File: src/rtl/ac_rx_pkg.sv
package ac_rx_pkg;
  localparam int TAG_W      = 16;
  localparam int SLOT_W     = 20;
  localparam int NUM_SLOTS  = 12;
  localparam int FRAME_BITS = TAG_W + NUM_SLOTS * SLOT_W;
  localparam int CNT_W      = $clog2(FRAME_BITS);

  // status reply fields inside slots 1 and 2
  localparam int IDX_W    = 7;
  localparam int IDX_LSB  = 12;
  localparam int STAT_W   = 16;
  localparam int STAT_LSB = 4;

  // tag bit positions
  localparam int TB_READY = 15;
  localparam int TB_ADDR  = 14;
  localparam int TB_DATA  = 13;
  localparam int TB_LEFT  = 12;

  localparam int SMP_CH    = 2;
  localparam int SMP_SLOT0 = 3;

  // frame position of the last bit of slot k (k = 0 is the tag)
  function automatic logic [CNT_W-1:0] slot_last(input int k);
    return CNT_W'(TAG_W + k * SLOT_W - 1);
  endfunction
endpackage

File: src/rtl/ac_rx_framer.sv
module ac_rx_framer
  import ac_rx_pkg::*;
(
  input  logic             clk,
  input  logic             rst_n,
  input  logic             sync,
  output logic             take,
  output logic [CNT_W-1:0] pos,
  output logic             last,
  output logic             start
);
  logic             sync_q;
  logic             active;
  logic [CNT_W-1:0] cnt;

  assign start = sync & ~sync_q;
  assign take  = active;
  assign pos   = cnt;
  assign last  = active && (cnt == CNT_W'(FRAME_BITS - 1));

  always_ff @(negedge clk or negedge rst_n) begin
    if (!rst_n) begin
      sync_q <= 1'b1;
      active <= 1'b0;
      cnt    <= '0;
    end else begin
      sync_q <= sync;
      if (start) begin
        active <= 1'b1;
        cnt    <= '0;
      end else if (last) begin
        active <= 1'b0;
        cnt    <= '0;
      end else if (active) begin
        cnt <= cnt + 1'b1;
      end
    end
  end


  restart_chk: assert property (@(negedge clk) disable iff (!rst_n)
    start |=> (take && pos == '0));


  idle_hold_chk: assert property (@(negedge clk) disable iff (!rst_n)
    !start |=> !(take && pos == '0));


  frame_len_chk: assert property (@(negedge clk) disable iff (!rst_n)
    last |=> (!take || pos == '0));
endmodule

File: src/rtl/ac_rx_shifter.sv
module ac_rx_shifter
  import ac_rx_pkg::*;
(
  input  logic              clk,
  input  logic              rst_n,
  input  logic              take,
  input  logic              din,
  output logic [SLOT_W-1:0] word
);
  logic [SLOT_W-2:0] sh;

  // word includes the bit sampled on the current edge
  assign word = {sh, din};

  always_ff @(negedge clk or negedge rst_n) begin
    if (!rst_n)    sh <= '0;
    else if (take) sh <= word[SLOT_W-2:0];
  end
endmodule

File: src/rtl/ac_rx_slot_decode.sv
module ac_rx_slot_decode
  import ac_rx_pkg::*;
(
  input  logic              clk,
  input  logic              rst_n,
  input  logic              take,
  input  logic [CNT_W-1:0]  pos,
  input  logic              last,
  input  logic [SLOT_W-1:0] word,
  output logic              link_ready,
  output logic              stat_valid,
  output logic [IDX_W-1:0]  stat_index,
  output logic [STAT_W-1:0] stat_data,
  output logic [SMP_CH-1:0] smp_valid,
  output logic [SLOT_W-1:0] smp_data [SMP_CH],
  output logic              frame_done
);
  logic             rdy_q, addr_q, data_q;
  logic [IDX_W-1:0] idx_pend;
  logic             tag_end, s1_end, s2_end, stat_ok;

  assign tag_end = take && (pos == slot_last(0));
  assign s1_end  = take && (pos == slot_last(1));
  assign s2_end  = take && (pos == slot_last(2));
  assign stat_ok = rdy_q & addr_q & data_q;
  assign link_ready = rdy_q;

  always_ff @(negedge clk or negedge rst_n) begin
    if (!rst_n) begin
      rdy_q  <= 1'b0;
      addr_q <= 1'b0;
      data_q <= 1'b0;
    end else if (tag_end) begin
      rdy_q  <= word[TB_READY];
      addr_q <= word[TB_ADDR];
      data_q <= word[TB_DATA];
    end
  end

  always_ff @(negedge clk or negedge rst_n) begin
    if (!rst_n) begin
      idx_pend   <= '0;
      stat_valid <= 1'b0;
      stat_index <= '0;
      stat_data  <= '0;
      frame_done <= 1'b0;
    end else begin
      frame_done <= last;
      stat_valid <= s2_end && stat_ok;
      if (s1_end && stat_ok) idx_pend <= word[IDX_LSB +: IDX_W];
      if (s2_end && stat_ok) begin
        stat_index <= idx_pend;
        stat_data  <= word[STAT_LSB +: STAT_W];
      end
    end
  end

  for (genvar ch = 0; ch < SMP_CH; ch++) begin : g_ch
    localparam int TBIT = TB_LEFT - ch;
    logic              en_q, v_q, s_end;
    logic [SLOT_W-1:0] d_q;

    assign s_end = take && (pos == slot_last(SMP_SLOT0 + ch));

    always_ff @(negedge clk or negedge rst_n) begin
      if (!rst_n) begin
        en_q <= 1'b0;
        v_q  <= 1'b0;
        d_q  <= '0;
      end else begin
        if (tag_end) en_q <= word[TBIT];
        v_q <= s_end && rdy_q && en_q;
        if (s_end && rdy_q && en_q) d_q <= word;
      end
    end

    assign smp_valid[ch] = v_q;
    assign smp_data[ch]  = d_q;


    smp_pulse_chk: assert property (@(negedge clk) disable iff (!rst_n)
      v_q |=> !v_q);
  end


  ready_gate_chk: assert property (@(negedge clk) disable iff (!rst_n)
    (stat_valid || (|smp_valid)) |-> link_ready);


  stat_pulse_chk: assert property (@(negedge clk) disable iff (!rst_n)
    stat_valid |=> !stat_valid);


  done_pulse_chk: assert property (@(negedge clk) disable iff (!rst_n)
    frame_done |=> !frame_done);
endmodule

File: src/rtl/ac_rx_deser.sv
module ac_rx_deser
  import ac_rx_pkg::*;
(
  input  logic              ser_clk,
  input  logic              rst_n,
  input  logic              frm_sync,
  input  logic              ser_in,
  output logic              link_ready,
  output logic              stat_valid,
  output logic [IDX_W-1:0]  stat_index,
  output logic [STAT_W-1:0] stat_data,
  output logic              left_valid,
  output logic [SLOT_W-1:0] left_sample,
  output logic              right_valid,
  output logic [SLOT_W-1:0] right_sample,
  output logic              frame_done
);
  logic              take, last, start;
  logic [CNT_W-1:0]  pos;
  logic [SLOT_W-1:0] word;
  logic [SMP_CH-1:0] smp_valid;
  logic [SLOT_W-1:0] smp_data [SMP_CH];

  ac_rx_framer u_framer (
    .clk(ser_clk), .rst_n(rst_n), .sync(frm_sync),
    .take(take), .pos(pos), .last(last), .start(start)
  );

  ac_rx_shifter u_shift (
    .clk(ser_clk), .rst_n(rst_n), .take(take), .din(ser_in), .word(word)
  );

  ac_rx_slot_decode u_dec (
    .clk(ser_clk), .rst_n(rst_n), .take(take), .pos(pos), .last(last),
    .word(word), .link_ready(link_ready), .stat_valid(stat_valid),
    .stat_index(stat_index), .stat_data(stat_data),
    .smp_valid(smp_valid), .smp_data(smp_data), .frame_done(frame_done)
  );

  assign left_valid   = smp_valid[0];
  assign left_sample  = smp_data[0];
  assign right_valid  = smp_valid[1];
  assign right_sample = smp_data[1];
endmodule

File: config.mk
export PLATFORM = sky130hd
export DESIGN_NAME = ac_rx_deser
export DESIGN_NICKNAME = d
export VERILOG_FILES = /design/src/rtl/ac_rx_pkg.sv /design/src/rtl/ac_rx_framer.sv /design/src/rtl/ac_rx_shifter.sv /design/src/rtl/ac_rx_slot_decode.sv /design/src/rtl/ac_rx_deser.sv
export SDC_FILE = /design/constraint.sdc
export NUM_CORES = 1
export LEC_CHECK = 0
export ABC_CLOCK_PERIOD_IN_PS = 2200
export BUFFER_PORTS_ARGS = -buffer_cell sky130_fd_sc_hd__buf_2
export CORE_UTILIZATION = 52
export DETAILED_ROUTE_END_ITERATION = 10
export GPL_TIMING_DRIVEN = 0
export PLACE_DENSITY_LB_ADDON = 0.3
export SYNTH_ARGS = -nofsm -noshare
export SYNTH_HDL_FRONTEND = slang
export SYNTH_SLANG_ARGS = --single-unit
File: constraint.sdc
create_clock -name ser_clk -period 2.2 [get_ports ser_clk]
set_input_delay 0.44 -clock ser_clk [delete_from_list [all_inputs] [get_ports ser_clk]]
set_output_delay 0.44 -clock ser_clk [all_outputs]
set_load 0.005 [all_outputs]
==> run metrics <==
outcome finished, violations left; failing checks negative setup slack; fin nets 377; Routed WL per cell roughly 16 um; Finished Layout Cells 479; root buf cell clkbuf_8; DRT iter0 DRCs 95; Setup WS pre-CTS -0.1922 ns; via/cell ratio roughly 5.3; RSZ-0062 raised after global routing true; maximum number of pins on one net before global-route repair about 60; commonest non-fill, non-tap cells in the layout 107 x dfrtn_1, 90 x mux2_2, 76 x buf_2; # DRC 0; Max H-tree Level 3; Area Overhead vs Synth 19.54%; top cells by area, synth dfrtn_1 63%, mux2_2 24%, nor4b_4 1.1%; Leak 2.737 nW; clk_skew 0.05284 ns; fill cell count roughly 620; CTS resizes 0; area of the multi-input gates between 0.001 and 0.0015 mm^2; drt first pass iters 4; Die Wd 92.09 um; Final WS setup -0.2431 ns; Initial Util 0.5405; CTS tree done; CTS Buffer Depth 2; clock sinks 108; global-route wire length before repair 13.01 mm; cell count after synthesis 271; vias in the first global route around 2600; gr ovfl total 0; Synthesis Warnings 0; final wirelength approximately 7.8 mm; Reg clk slew, reported paths 0.07 ns; ratio of cells with drive above 1 in the final layout 0.5544; area leader, netlist dfrtn_1; WP data arrival approximately 2.0 ns; hold slack 0.4301 ns; initial antenna violation count 0; final hold vios 0; Port-buffer cells 71; Peak VDD IR about 0.35 mV; Final Instance Area between 0.005 and 0.006 mm^2; number of cell rows 32; worst-path cell chain buf_2; detailed placement HPWL approximately 5.2 mm; Critical Path RT 1.76 ns; Synth cell types 37; dpl cells 445; delay-heaviest family, CP flip-flops; crit-path max FO 2; Slowest-stage cell, CP dfrtn_1; die area 0.008481 mm^2; register area ~0.0027 mm^2; area of the mapped netlist roughly 0.0042 mm^2; gr usage total 0.2010; Top FF cell, synth dfrtn_1; routability cong. 0.8334; crit-path max cell delay 0.44 ns; Worst slew margin 0.5723; critical path capture point type output port; syn_nets approximately 280; flops & latches, synth about 110; EDFF count, synth 0; top cell type's share of synthesized area 0.6345; async set-reset flop share out of synthesis 1.000; syn_area_per_cell between 15 and 20 um^2; routed vias about 2600; ant diodes 0; most common cell after layout, fill and taps aside dfrtn_1; setup TNS -13.64 ns; Routed Antenna Nets 0; Final Util 0.6462; worst skew pair latency between 0.3 and 0.4 ns; num ports 72; pwr dens 699.2 mW/mm^2; # setup viols final just under 70; Seq/Total Area, Yosys 0.6407; hold crit path type reg -> reg; Tot Pwr 3.527 mW; CP bufs+invs 1; Core Region slightly below 0.008 mm^2; Placed Area about 0.0047 mm^2; Slew Limit Fails 0; TritonCTS Buffers 9; Die H just over 90 um; critical path type reg -> out; worst-margin pin slew 0.6416 ns; CP Launch Type register; Max-Cap Viols 0
synthesized netlist by cell type (2+ instances only):
| library cell | count |
|---|---|
| a21oi_1 | 3 |
| buf_1 | 3 |
| buf_2 | 5 |
| buf_6 | 2 |
| dfrtn_1 | 107 |
| inv_1 | 5 |
| mux2_1 | 4 |
| mux2_2 | 90 |
| nand2_1 | 8 |
| nand3_1 | 4 |
| nand4_1 | 4 |
| nor2_1 | 3 |
| nor2b_1 | 3 |
| nor3_1 | 3 |
| nor4b_4 | 2 |
| o21ai_0 | 4 |
cell type report:
| class | count | share of cell area |
|---|---|---|
| flip-flops and latches | 108 | 0.5360 |
| multi-input cells | 146 | 0.2827 |
| repair buffers | 90 | 0.1032 |
| clock buffers | 10 | 0.02530 |
| well taps | 102 | 0.02530 |
| plain buffers | 12 | 0.01438 |
| clock inverters | 7 | 0.01017 |
| inverters | 4 | 0.002976 |
where the power goes:
part	leakage (nW)	internal, mW	total, mW	switching, mW
Clock	0.0926	0.425	1.09	0.663
Sequential	1.45	2.09	2.17	0.0800
Combinational	1.20	0.131	0.274	0.142
Total	2.74	2.64	3.53	0.885
state kept, by name, summed over array words and instances (netlist names):
register	flops
u_dec.g_ch.d_q	40
u_shift.sh	19
u_dec.stat_data	16
u_framer.pos	8
u_dec.idx_pend	7
u_dec.stat_index	7
u_dec.g_ch.en_q	2
u_dec.g_ch.v_q	2
u_dec.addr_q	1
u_dec.data_q	1
u_dec.frame_done	1
u_dec.link_ready	1
u_dec.stat_valid	1
u_framer.sync_q	1
u_framer.take	1
cell families after synthesis:
| group | after synthesis | synth area share |
|---|---|---|
| buffers and inverters | 17 | 0.02134 |
| xor gates and xnor gates | 2 | 0.004151 |
| adders and majority gates | 1 | 0.002964 |
| and+or+nand+nor | 35 | 0.05782 |
| AOI/OAI and AO/OA | 14 | 0.02224 |
| muxes | 94 | 0.2508 |
| DFF | 108 | 0.6407 |
worst paths after layout:
check	start	end	slack, ns	depth (start not counted)
min in group asynchronous	rst_n	u_dec.g_ch[0].d_q[0]	1.11	1
worst max register to register	u_framer.pos[0]	u_dec.idx_pend[0]	0.11	4
worst max-delay path	u_dec.g_ch[1].d_q[11]	right_sample[11]	-0.24	1
worst min register to register	u_dec.stat_data[5]	u_dec.stat_data[5]	0.43	1
worst min-delay path	u_dec.stat_data[5]	u_dec.stat_data[5]	0.43	1
max in group asynchronous	rst_n	u_shift.sh[14]	0.35	2
timing repair:
action                     in CTS  in global routing
hold endpoints to repair        0                  0
setup endpoints to repair      87                 68
buffers inserted               12                  6
pin swaps                       1                  0
hold buffers                    0                  0
metal layers:
layer	GRT usage	share of wire	routed length (um)	up-vias
li1	-	-	-	1169
met1	0.2697	0.47	3637	1321
met2	0.3265	0.48	3721	61
met3	0.03897	0.045	353	8
met4	0.07422	0.013	99	0
met5	0	0	0	-
Power figures use the tool's default switching activity.
